$ cat config.mk
export PLATFORM = sky130hd
export DESIGN_NAME = pix_lane_serializer
export DESIGN_NICKNAME = d
export VERILOG_FILES = /design/src/rtl/pxs_pkg.sv /design/src/rtl/pxs_ctrl.sv /design/src/rtl/pxs_datapath.sv /design/src/rtl/pix_lane_serializer.sv
export SDC_FILE = /design/constraint.sdc
export NUM_CORES = 1
export LEC_CHECK = 0
export BUFFER_PORTS_ARGS = -buffer_cell sky130_fd_sc_hd__buf_2
export CAP_MARGIN = 20
export CORE_AREA = 8 8 103 105
export CTS_CLUSTER_DIAMETER = 60
export DETAILED_ROUTE_END_ITERATION = 7
export DIE_AREA = 0 0 111 113
export PLACE_DENSITY = 0.72
export SETUP_SLACK_MARGIN = 0.3
export SYNTH_ARGS = -nofsm -noshare
export SYNTH_HDL_FRONTEND = slang
export SYNTH_SLANG_ARGS = --single-unit
$ cat constraint.sdc
create_clock -name clk -period 5.42 [get_ports clk]
set_clock_uncertainty 0.15 [all_clocks]
set_input_delay 0.813 -clock clk [delete_from_list [all_inputs] [get_ports clk]]
set_output_delay 0.813 -clock clk [all_outputs]
set_load 0.03 [all_outputs]
$ cat src/rtl/pxs_pkg.sv
package pxs_pkg;

  typedef struct packed {
    logic       capture;
    logic       shift;
    logic [1:0] laneNum;
  } pxsStrobe_t;

  function automatic logic [1:0] decodeLanes(input logic [1:0] sel);
    case (sel)
      2'b01:   return 2'd2;
      2'b10:   return 2'd3;
      default: return 2'd1;
    endcase
  endfunction

endpackage

$ cat src/rtl/pxs_ctrl.sv
module pxs_ctrl
  import pxs_pkg::*;
#(
  parameter int FRAME_BITS = 30,
  parameter int MAX_LANES  = 3
) (
  input  logic                 clk,
  input  logic                 rstN,
  input  logic                 pixClk,
  input  logic                 bitEn,
  input  logic                 clkPol,
  input  logic [1:0]           linkSel,
  output pxsStrobe_t           strobe,
  output logic [MAX_LANES-1:0] laneOe,
  output logic                 fwdClk
);
  localparam int CNT_W = $clog2(FRAME_BITS);
  localparam logic [CNT_W-1:0] LAST1 = CNT_W'(FRAME_BITS - 1);
  localparam logic [CNT_W-1:0] LAST2 = CNT_W'(FRAME_BITS / 2 - 1);
  localparam logic [CNT_W-1:0] LAST3 = CNT_W'(FRAME_BITS / 3 - 1);

  logic             pixClkQ;
  logic             running;
  logic [1:0]       laneNumQ;
  logic [CNT_W-1:0] stepCnt;
  logic [CNT_W-1:0] lastStep;
  logic             capEv;
  logic             shiftOk;

  // capture on the transition towards the selected level
  assign capEv = clkPol ? (pixClkQ & ~pixClk) : (~pixClkQ & pixClk);

  always_comb begin
    case (laneNumQ)
      2'd2:    lastStep = LAST2;
      2'd3:    lastStep = LAST3;
      default: lastStep = LAST1;
    endcase
  end

  // a load always beats a step in the same cycle
  assign shiftOk = bitEn & ~capEv & (stepCnt < lastStep);

  always_ff @(posedge clk) begin
    if (!rstN) begin
      pixClkQ  <= 1'b0;
      running  <= 1'b0;
      laneNumQ <= 2'd1;
      stepCnt  <= '0;
    end else begin
      pixClkQ <= pixClk;
      if (capEv) begin
        running  <= 1'b1;
        laneNumQ <= decodeLanes(linkSel);
        stepCnt  <= '0;
      end else if (shiftOk) begin
        stepCnt <= stepCnt + 1'b1;
      end
    end
  end

  assign strobe.capture = capEv;
  assign strobe.shift   = shiftOk;
  assign strobe.laneNum = laneNumQ;
  assign fwdClk         = pixClkQ;

  for (genvar i = 0; i < MAX_LANES; i++) begin : g_oe
    assign laneOe[i] = running && (laneNumQ > 2'(i));
  end

  AST_STEP_LIMIT: assert property (@(posedge clk) disable iff (!rstN)
    stepCnt <= lastStep);
  AST_LOAD_RESTART: assert property (@(posedge clk) disable iff (!rstN)
    capEv |=> (stepCnt == '0));
  AST_OE_CONTIG_HI: assert property (@(posedge clk) disable iff (!rstN)
    laneOe[2] |-> laneOe[1]);
  AST_OE_CONTIG_LO: assert property (@(posedge clk) disable iff (!rstN)
    laneOe[1] |-> laneOe[0]);

endmodule

$ cat src/rtl/pxs_datapath.sv
module pxs_datapath
  import pxs_pkg::*;
#(
  parameter int PIX_BITS   = 24,
  parameter int RSV_BITS   = 2,
  parameter int MAX_LANES  = 3,
  parameter int FRAME_BITS = PIX_BITS + 4 + RSV_BITS
) (
  input  logic                 clk,
  input  logic                 rstN,
  input  pxsStrobe_t           strobe,
  input  logic [PIX_BITS-1:0]  pixData,
  input  logic                 hSync,
  input  logic                 vSync,
  input  logic                 dataEn,
  input  logic                 busSwap,
  input  logic [MAX_LANES-1:0] laneOe,
  output logic [MAX_LANES-1:0] laneData
);
  localparam int WORD_BITS = PIX_BITS + 3;

  logic [PIX_BITS-1:0]   busRev;
  logic [PIX_BITS-1:0]   busOrd;
  logic [WORD_BITS-1:0]  holdWord;
  logic [FRAME_BITS-1:0] shiftReg;

  for (genvar b = 0; b < PIX_BITS; b++) begin : g_rev
    assign busRev[b] = pixData[PIX_BITS-1-b];
  end
  assign busOrd = busSwap ? busRev : pixData;

  function automatic logic [FRAME_BITS-1:0] packFrame(input logic [WORD_BITS-1:0] w);
    logic [FRAME_BITS-1:0] f;
    f    = '0;
    f[0] = ~^w;
    for (int b = 0; b < PIX_BITS; b++) f[1+b] = w[PIX_BITS-1-b];
    f[PIX_BITS+1] = w[PIX_BITS];
    f[PIX_BITS+2] = w[PIX_BITS+1];
    f[PIX_BITS+3] = w[PIX_BITS+2];
    return f;
  endfunction

  always_ff @(posedge clk) begin
    if (!rstN) begin
      holdWord <= '0;
      shiftReg <= '0;
    end else if (strobe.capture) begin
      shiftReg <= packFrame(holdWord);
      holdWord <= {dataEn, vSync, hSync, busOrd};
    end else if (strobe.shift) begin
      shiftReg <= shiftReg >> strobe.laneNum;
    end
  end

  assign laneData = laneOe & shiftReg[MAX_LANES-1:0];

  AST_SHIFT_FREEZE: assert property (@(posedge clk) disable iff (!rstN)
    !(strobe.capture || strobe.shift) |=> $stable(shiftReg));
  AST_RESERVED_ZERO: assert property (@(posedge clk) disable iff (!rstN)
    shiftReg[FRAME_BITS-1 -: RSV_BITS] == '0);

endmodule

$ cat src/rtl/pix_lane_serializer.sv
module pix_lane_serializer
  import pxs_pkg::*;
#(
  parameter int PIX_BITS  = 24,
  parameter int RSV_BITS  = 2,
  parameter int MAX_LANES = 3
) (
  input  logic                 clk,
  input  logic                 rstN,
  input  logic                 pixClk,
  input  logic                 bitEn,
  input  logic                 clkPol,
  input  logic                 busSwap,
  input  logic [1:0]           linkSel,
  input  logic [PIX_BITS-1:0]  pixData,
  input  logic                 hSync,
  input  logic                 vSync,
  input  logic                 dataEn,
  output logic [MAX_LANES-1:0] laneData,
  output logic [MAX_LANES-1:0] laneOe,
  output logic                 fwdClk
);
  localparam int FRAME_BITS = PIX_BITS + 4 + RSV_BITS;

  pxsStrobe_t strobe;

  pxs_ctrl #(
    .FRAME_BITS(FRAME_BITS),
    .MAX_LANES (MAX_LANES)
  ) u_ctrl (
    .clk    (clk),
    .rstN   (rstN),
    .pixClk (pixClk),
    .bitEn  (bitEn),
    .clkPol (clkPol),
    .linkSel(linkSel),
    .strobe (strobe),
    .laneOe (laneOe),
    .fwdClk (fwdClk)
  );

  pxs_datapath #(
    .PIX_BITS  (PIX_BITS),
    .RSV_BITS  (RSV_BITS),
    .MAX_LANES (MAX_LANES),
    .FRAME_BITS(FRAME_BITS)
  ) u_data (
    .clk     (clk),
    .rstN    (rstN),
    .strobe  (strobe),
    .pixData (pixData),
    .hSync   (hSync),
    .vSync   (vSync),
    .dataEn  (dataEn),
    .busSwap (busSwap),
    .laneOe  (laneOe),
    .laneData(laneData)
  );

  for (genvar i = 0; i < MAX_LANES; i++) begin : g_quiet
    AST_IDLE_QUIET: assert property (@(posedge clk) disable iff (!rstN)
      !laneOe[i] |-> !laneData[i]);
  end

endmodule

==> flow_summary.json, run 1 <==
{
  "status": "completed",
  "yosys.area_share.simple_pct": 11.4,
  "holdPathEnd": "u_data.holdWord[24]$_SDFFE_PN0P_",
  "grt_pass1_wl_mm": 15.8,
  "cts_tree": "built",
  "pre_cts_ws_ns": 2.44,
  "port_buffers": 41,
  "clkTransAtPathRegs_ns": 0.07,
  "dieArea_um2": 12500,
  "met2WireLength_mm": 4.09,
  "p_sw_uw": 383,
  "startpoint_type": "register",
  "synth_top_area_cell": "dfxtp_1",
  "p_sw_share_pct": 29.4,
  "reg2reg_from": "u_ctrl.laneNumQ[1]$_SDFFE_PN0P_",
  "yosysWarnings": 0,
  "synth_compound_area_share_pct": 22.8,
  "power_mw": 1.30,
  "finalCritPeriodShare_pct": 55.7,
  "r2r_cells": 7,
  "setup_violations": 0,
  "cts.root.buffer_cell": "clkbuf_8",
  "worst_slack_ns": 2.40,
  "p_seq_share_pct": 43.4,
  "gp_congestion": 0.809,
  "nFillCells": 835,
  "irDropWorstVdd_mv": 0.153,
  "grt_overflow_total": 0,
  "pwr-share-clk_pct": 36.4,
  "synth_seq_area_share_pct": 33.7,
  "synth_top_family_by_area": "compound AO/OA/AOI/OAI gates",
  "final_antenna_net_count": 0,
  "synth-async-reset-ratio_pct": 0,
  "p_leak_nw": 1.95,
  "grt_setup_unrepaired": "no",
  "syn2layout_area_growth_pct": 11.5,
  "fmax_mhz": 331,
  "h-tree-depth": 3,
  "core-area_um2": 8980,
  "synth_edf_count": 0,
  "comb_power_share_pct": 20.3,
  "worstPathRequired_ns": 5.56,
  "nets": 501,
  "wl_met3_um": 511,
  "synth_top_area_share_pct": 33.7,
  "cts_buffer_depth": 2,
  "drive_above_1_share_pct": 15.2,
  "max_cap_violations": 0,
  "rrSetupSlack_ns": 2.40,
  "post_cts_buffers": 0,
  "synthCells": 447,
  "rows": 35,
  "seq_area_um2": 1320,
  "synthAdderAreaFrac_pct": 1.60,
  "hp-start": "u_data.holdWord[24]$_SDFFE_PN0P_",
  "relSlewSlack_pct": 33.1,
  "grt_usage_pct": 14.8,
  "synthTopCellsByArea": "dfxtp_1 34%, mux2i_1 20%, o211a_1 6.4%",
  "multiInputGateArea_um2": 2410,
  "cts_buffers": 9,
  "grt_max_degree": 64,
  "viasPerCell": 5.77,
  "crit_path_end_kind": "register",
  "post_dp_cell_area_um2": 4140,
  "worstPathArrival_ns": 3.16,
  "r2r-end": "u_ctrl.stepCnt[3]$_SDFFE_PP0P_",
  "ctsResizeCount": 0,
  "critPathKind": "reg -> reg",
  "whs_ns": 0.338,
  "postSynthAreaPerCell_um2": 8.76,
  "io_pins": 42,
  "highest_layer": "met4",
  "ys_ff_latch": 66,
  "synthDistinctLibCells": 40,
  "die_w_um": 111,
  "place_hpwl_mm": 6.40,
  "clock_sinks": 66,
  "synth_fp_nets": 487,
  "finalMaxSlewViolations": 0,
  "synthXorXnorAreaFrac_pct": 5.82,
  "grt_pass1_vias": 3324,
  "clock_latency_ns": 0.35,
  "design_area_um2": 4370,
  "yosysMostFrequentCell": "mux2i_1",
  "hold_viol_final": 0,
  "via_count": 3328,
  "drc_errors": 0,
  "p_per_area_nw_per_um2": 298,
  "tns_ns": 0,
  "hold_buffers": 0,
  "hold_path_depth": 2,
  "p_int_uw": 920,
  "syn_area_um2": 3920,
  "first_iter_violations": 273,
  "tightest_slew_ns": 1.00,
  "hold_path.class": "reg -> reg",
  "wl_met1_mm": 4.52,
  "num_antenna_cells": 0,
  "wl_per_cell_um": 16.0,
  "die_y_um": 113,
  "start_util_pct": 43.6,
  "synthMuxAreaShare_pct": 19.7,
  "cp_max_fo": 38,
  "first_pass_iters": 5,
  "fin_crit_ns": 3.02,
  "drt-total-wl_mm": 9.25,
  "antenna_found_initial": 0,
  "ys.flop_type": "dfxtp_1",
  "synth_common_cells": "77 x mux2i_1, 66 x dfxtp_1, 38 x nand2_1"
}
[worst max-delay path by stage]
stage	from	end	cells after the start
after global routing	u_ctrl.laneNumQ[1]$_SDFFE_PN0P_	u_ctrl.stepCnt[3]$_SDFFE_PP0P_	7
after CTS	u_ctrl.laneNumQ[1]$_SDFFE_PN0P_	u_ctrl.stepCnt[3]$_SDFFE_PP0P_	7
after floorplan	u_ctrl.laneNumQ[0]$_SDFFE_PN1P_	laneData[2]	3
after detailed placement	u_ctrl.laneNumQ[1]$_SDFFE_PN0P_	u_data.shiftReg[26]$_SDFFE_PN0P_	7
final	u_ctrl.laneNumQ[1]$_SDFFE_PN0P_	u_ctrl.stepCnt[3]$_SDFFE_PP0P_	7
after global placement	u_ctrl.laneNumQ[1]$_SDFFE_PN0P_	u_data.shiftReg[26]$_SDFFE_PN0P_	7
[placed cells by master (no fill, tap or decap), types with 5 or more instances in the layout]
cell,count
nor2_1,5
buf_2,41
mux2i_1,77
nand3_1,31
dfxtp_1,65
o211a_1,25
ha_1,5
o21ai_1,28
clkbuf_8,10
xnor2_1,22
a31oi_1,27
nand2_1,38
o21ai_0,25
and2_1,6
a21oi_1,7
[sequential cells by signal (all words and copies together) (netlist names)]
name and cells:
u_ctrl.fwdClk 1, u_ctrl.stepCnt 5, u_data.shiftReg 30, u_data.holdWord 27, u_ctrl.laneNumQ 2, u_ctrl.running 1
[cells by family (layout without fill, tap and decap cells)]
kind of cell,count (synthesis),in the layout
AOI/OAI and AO/OA,131,131
and+or+nand+nor,95,95
muxes,77,77
DFF,66,66
buffers and inverters,47,66
xor gates and xnor gates,26,26
adders and majority gates,5,5
[per-stage QoR]
step	std cells	utilization (%)
6_report	577	48.6
3_3_place_gp	560	46.0
5_1_grt	577	48.6
3_5_place_dp	561	46.1
2_1_floorplan	447	-
4_1_cts	577	48.6
[metal layers]
layer	up-vias	global-route usage, %
met5	-	0
met4	0	5.68
met3	12	4.29
met2	83	22.9
met1	1563	19.0
li1	1670	-
[critical path: stages, from the launching register on]
cell      delay, ns
dfxtp_2        0.95
nand2b_1       0.23
ha_1           0.34
a21boi_1       0.13
o21a_1         0.21
o211a_4        0.37
nor4_1         0.34
mux2i_1        0.22
[cell type report]
type | instances | share of cell area [%]
Multi-Input combinational cell | 334 | 55.3
Sequential cell | 66 | 30.3
Timing Repair Buffer | 46 | 5.73
Tap cell | 111 | 3.18
Clock buffer | 10 | 3.15
Clock inverter | 6 | 2.03
Inverter | 4 | 0.344
[power groups by stage]
stage | Combinational (mW) | Clock, mW | Sequential [mW]
finish | 0.264 | 0.474 | 0.565
global route | 0.289 | 0.499 | 0.572
CTS | 0.261 | 0.480 | 0.565
detailed placement | 0.260 | 0 | 0.576
global placement | 0.254 | 0 | 0.574
floorplan | 0.213 | 0 | 0.555
No activity file was read; power rests on OpenSTA's default activity.
==> run 2, diff against run 1 <==
- clock period: 5.42 -> 3.1 ns (I/O delays scaled with it)
==> flow_summary.json, run 2 (synthesis gave the netlist of run 1 again) <==
{
  "gp_congestion": 0.790,
  "nets": 506,
  "viasPerCell": 5.79,
  "largest_reg_flops": 30,
  "setup_violations": 0,
  "fmax_mhz": 388,
  "first_iter_violations": 151,
  "place_inst": 566,
  "core-area_um2": 8980,
  "status": "completed",
  "critPathKind": "reg -> reg",
  "cts_buffer_depth": 2,
  "grt_pass1_vias": 3413,
  "design_area_um2": 4410,
  "worstPathArrival_ns": 2.65,
  "post_dp_cell_area_um2": 4180,
  "cts_tree": "built",
  "max_cap_violations": 0,
  "finalCritPeriodShare_pct": 83.1,
  "tightest_slew_ns": 0.748,
  "clkTransAtPathRegs_ns": 0.08,
  "whs_ns": 0.203,
  "drc_errors": 0,
  "rows": 35,
  "post_cts_buffers": 0,
  "place_hpwl_mm": 6.58,
  "final_common_cell": "mux2i_1",
  "clock_latency_ns": 0.35,
  "fin_crit_ns": 2.58,
  "die_w_um": 111,
  "cts_buffers": 9,
  "hp-start": "hSync",
  "startpoint_type": "register",
  "nFillCells": 828,
  "port_buffers": 41,
  "top_regs": "u_data.shiftReg (30), u_data.holdWord (27), u_ctrl.stepCnt (5)",
  "crit_path_end_kind": "register",
  "tns_ns": 0,
  "finalMaxSlewViolations": 0,
  "hold_buffers": 0,
  "die_y_um": 113,
  "final_cell_mix": "77 x mux2i_1, 65 x dfxtp_1, 41 x buf_2",
  "cts.root.buffer_cell": "clkbuf_8",
  "cp_max_fo": 34,
  "h-tree-depth": 3,
  "grt_usage_pct": 14.9,
  "io_pins": 42,
  "drive_above_1_share_pct": 16.1,
  "p_per_area_nw_per_um2": 517,
  "relSlewSlack_pct": 50.2,
  "irDropWorstVdd_mv": 0.343,
  "grt_max_degree": 46,
  "grt_pass1_wl_mm": 15.9,
  "start_util_pct": 43.6,
  "grt_overflow_total": 0,
  "clock_sinks": 66,
  "dieArea_um2": 12500,
  "largest_register": "u_data.shiftReg",
  "instances_no_fill": 582,
  "worstSetupStartpoint": "u_ctrl.laneNumQ[1]$_SDFFE_PN0P_",
  "worstPathRequired_ns": 3.17,
  "wl_per_cell_um": 16.2,
  "hold_path.class": "in -> reg",
  "p_leak_nw": 1.98,
  "hold_viol_final": 0,
  "first_pass_iters": 4,
  "num_antenna_cells": 0,
  "antenna_found_initial": 0,
  "final_antenna_net_count": 0,
  "drt-total-wl_mm": 9.45,
  "grt_setup_unrepaired": "no",
  "syn2layout_area_growth_pct": 12.7,
  "via_count": 3368,
  "ctsResizeCount": 0,
  "reg2reg_from": "u_ctrl.laneNumQ[1]$_SDFFE_PN0P_"
}
## run 2: cell types whose count changed in the layout (fill, tap and decap cells not counted)
cell	previous run	this run
buf_4	4	9
clkinvlp_4	2	1
inv_6	1	0
buf_8	1	0
clkinv_4	0	2
buf_12	0	1
## run 2: final timing paths
check             slack, ns  depth (start not counted)                               end
setup / recovery       0.52                          7  u_data.shiftReg[27]$_SDFFE_PN0P_
hold reg to reg        0.32                          2  u_data.shiftReg[29]$_SDFFE_PP0P_
setup reg to reg       0.52                          7  u_data.shiftReg[27]$_SDFFE_PN0P_
hold / removal         0.20                          3  u_data.holdWord[24]$_SDFFE_PN0P_
## run 2: final cells by class
class | instances | area [µm²] | area share, %
Clock buffer | 10 | 138 | 3.12
Clock inverter | 6 | 90.1 | 2.04
Inverter | 4 | 15.0 | 0.340
Multi-Input combinational cell | 334 | 2410 | 54.7
Sequential cell | 66 | 1320 | 30.0
Tap cell | 111 | 139 | 3.15
Timing Repair Buffer | 51 | 293 | 6.64
## run 2: metal layers
| metal | GRT usage (%) | vias to the layer above | wire (µm) |
|---|---|---|---|
| met1 | 19.9 | 1585 | 4850 |
| met3 | 2.28 | 13 | 345 |
| met2 | 22.9 | 92 | 4080 |
| met4 | 6.94 | 0 | 176 |
| met5 | 0 | - | 0 |
| li1 | - | 1678 | - |
## run 2: power by group
| group | total (mW) | leakage, nW | switching [mW] | internal [mW] |
|---|---|---|---|---|
| combinational | 0.471 | 1.32 | 0.246 | 0.225 |
| clock | 0.831 | 0.112 | 0.355 | 0.476 |
| sequential | 0.978 | 0.543 | 0.0649 | 0.913 |
| total | 2.28 | 1.98 | 0.666 | 1.61 |
## run 2: metrics by stage
step	worst slack, ns	util [%]	power (mW)
detailed placement	0.565	46.6	1.47
CTS	0.543	49.1	2.29
floorplan	0.838	-	1.34
global route	0.393	49.1	2.38
finish	0.523	49.1	2.28
global placement	0.665	46.6	1.45
## run 2: worst max-delay path: stages, from the launching register on
cell and delay (ns):
dfxtp_2 0.57, nand2b_1 0.17, ha_1 0.30, a21boi_1 0.13
o21a_1 0.20, o211a_4 0.38, a2111oi_0 0.45, o31ai_1 0.11
==> run 3, diff against run 2 <==
- PLACE_DENSITY: 0.72 -> 0.75
- clock period: 3.1 -> 2.1 ns (I/O delays scaled with it)
==> flow_summary.json, run 3 (synthesis gave the netlist of run 1 again) <==
{
  "reg2reg_from": "u_ctrl.laneNumQ[0]$_SDFFE_PN1P_",
  "cts_tree": "built",
  "largest_reg_flops": 30,
  "holdPathEnd": "u_data.holdWord[26]$_SDFFE_PN0P_",
  "die_w_um": 111,
  "finalMaxSlewViolations": 0,
  "final_antenna_net_count": 0,
  "status": "completed",
  "place_hpwl_mm": 6.73,
  "r2r_cells": 8,
  "irDropWorstVdd_mv": 0.558,
  "design_area_um2": 4990,
  "max_cap_violations": 0,
  "worstPathArrival_ns": 2.11,
  "rows": 35,
  "cts.root.buffer_cell": "clkbuf_8",
  "use_met2_pct": 24.0,
  "cts_buffer_depth": 2,
  "grt_pass1_wl_mm": 16.7,
  "first_pass_iters": 5,
  "h-tree-depth": 3,
  "tightest_slew_ns": 0.388,
  "hold_path_depth": 3,
  "final_common_cell": "mux2i_1",
  "whs_ns": 0.0661,
  "rrSetupSlack_ns": 0.05,
  "clkTransAtPathRegs_ns": 0.07,
  "crit_path_top_delay_cell": "dfxtp_2",
  "grt_overflow_total": 0,
  "drc_errors": 0,
  "largest_register": "u_data.shiftReg",
  "grt_pass1_vias": 3426,
  "num_antenna_cells": 0,
  "io_pins": 42,
  "worstPathRequired_ns": 2.17,
  "start_util_pct": 43.6,
  "p_leak_nw": 2.21,
  "post_dp_cell_area_um2": 4290,
  "via_count": 3618,
  "fmax_mhz": 489,
  "power_mw": 3.46,
  "clock_sinks": 66,
  "setup_violations": 0,
  "critPathKind": "reg -> reg",
  "use_met1_pct": 20.6,
  "top_regs": "u_data.shiftReg (30), u_data.holdWord (27), u_ctrl.stepCnt (5)",
  "hold_path.class": "in -> reg",
  "final_cell_mix": "77 x mux2i_1, 63 x dfxtp_1, 38 x nand2_1, 38 x buf_2, 29 x nand3_1",
  "gp_congestion": 0.793,
  "cp_slowest_stage_delay_ns": 0.33,
  "hp-start": "dataEn",
  "viasPerCell": 5.92,
  "relSlewSlack_pct": 73.4,
  "nets": 535,
  "startpoint_type": "register",
  "p_per_area_nw_per_um2": 694,
  "grt_busiest_layer": "met2",
  "drt-total-wl_mm": 10.4,
  "hold_buffers": 0,
  "worstSetupStartpoint": "u_ctrl.laneNumQ[0]$_SDFFE_PN1P_",
  "grt_max_degree": 62,
  "wl_per_cell_um": 17.0,
  "dieArea_um2": 12500,
  "antenna_found_initial": 0,
  "die_y_um": 113,
  "port_buffers": 41,
  "crit_path_end_kind": "register",
  "hold_viol_final": 0,
  "grt_usage_pct": 15.6,
  "fin_crit_ns": 2.05,
  "first_iter_violations": 368,
  "finalCritPeriodShare_pct": 97.5,
  "r2r-end": "u_ctrl.stepCnt[2]$_SDFFE_PP0P_",
  "syn2layout_area_growth_pct": 27.5,
  "use_met3_pct": 4.29,
  "cp_max_fo": 6,
  "cts_buffers": 9,
  "clock_latency_ns": 0.34,
  "grt_setup_unrepaired": "yes",
  "drive_above_1_share_pct": 27.0,
  "crit_chain": "nand2b_4, ha_4, a21boi_2, o21a_4, o211ai_4, buf_2, a31o_1, a21oi_1",
  "core-area_um2": 8980
}
==> run 3: cell types whose count changed in the layout (fill, tap and decap cells not counted), sizes merged <==
cell      change
clkinv        -2
o211a         +1
clkbuf        +2
inv           +1
buf          +26
clkinvlp      +1
==> run 3: where the power goes <==
group	leakage [nW]	switching (mW)	internal [mW]
Combinational	1.55	0.408	0.395
Sequential	0.543	0.0952	1.35
Clock	0.109	0.516	0.703
==> run 3: per-stage QoR <==
step	util, %	TNS (ns)	std cells	worst slack, ns
after global placement	47.7	0	571	0.0592
after detailed placement	47.7	0	571	0.00546
final	55.6	0	611	0.0530
after floorplan	-	0	447	0.0652
after global routing	55.6	-0.0464	611	-0.0153
after CTS	52.1	0	594	0.0450
==> run 3: critical path, delay by kind of cell, from the launching register on <==
| family | cells | cell delay (ns) |
|---|---|---|
| AO/OA/AOI/OAI | 5 | 0.87 |
| adder cells (fa/ha/maj) | 1 | 0.20 |
| flip-flops | 1 | 0.33 |
| buffers and inverters | 1 | 0.24 |
| AND/OR/NAND/NOR | 1 | 0.15 |
==> run 3: how the worst max path moves through the flow <==
stage,cells after the start,to
6_report,8,u_ctrl.stepCnt[2]$_SDFFE_PP0P_
3_3_place_gp,7,u_data.shiftReg[27]$_SDFFE_PN0P_
5_1_grt,8,u_data.shiftReg[27]$_SDFFE_PN0P_
2_1_floorplan,9,u_data.shiftReg[28]$_SDFFE_PP0P_
3_5_place_dp,7,u_ctrl.stepCnt[4]$_SDFFE_PP0P_
4_1_cts,7,u_data.shiftReg[26]$_SDFFE_PN0P_
==> run 3: what timing repair did <==
action	in CTS	in global routing
pin swaps	8	15
gates resized for setup	19	40
cloned	2	3
endpoints found under the setup margin	41	41
hold endpoints to repair	0	0
buffers inserted	5	14
==> run 3: final cells by class <==
type | instances | area, µm²
inverter | 4 | 15.0
sequential | 66 | 1330
clock inverter | 6 | 88.8
clock buffer | 10 | 138
multi-input combinational | 335 | 2600
fill | 722 | 3990
tap | 111 | 139
timing repair buffer | 79 | 682
==> run 3: metal layers <==
layer,wire (µm),part of all wire [%],vias up
li1,-,-,1744
met2,4790,46,153
met5,0,0,-
met1,4690,45,1703
met3,764,7.3,18
met4,152,1.5,0
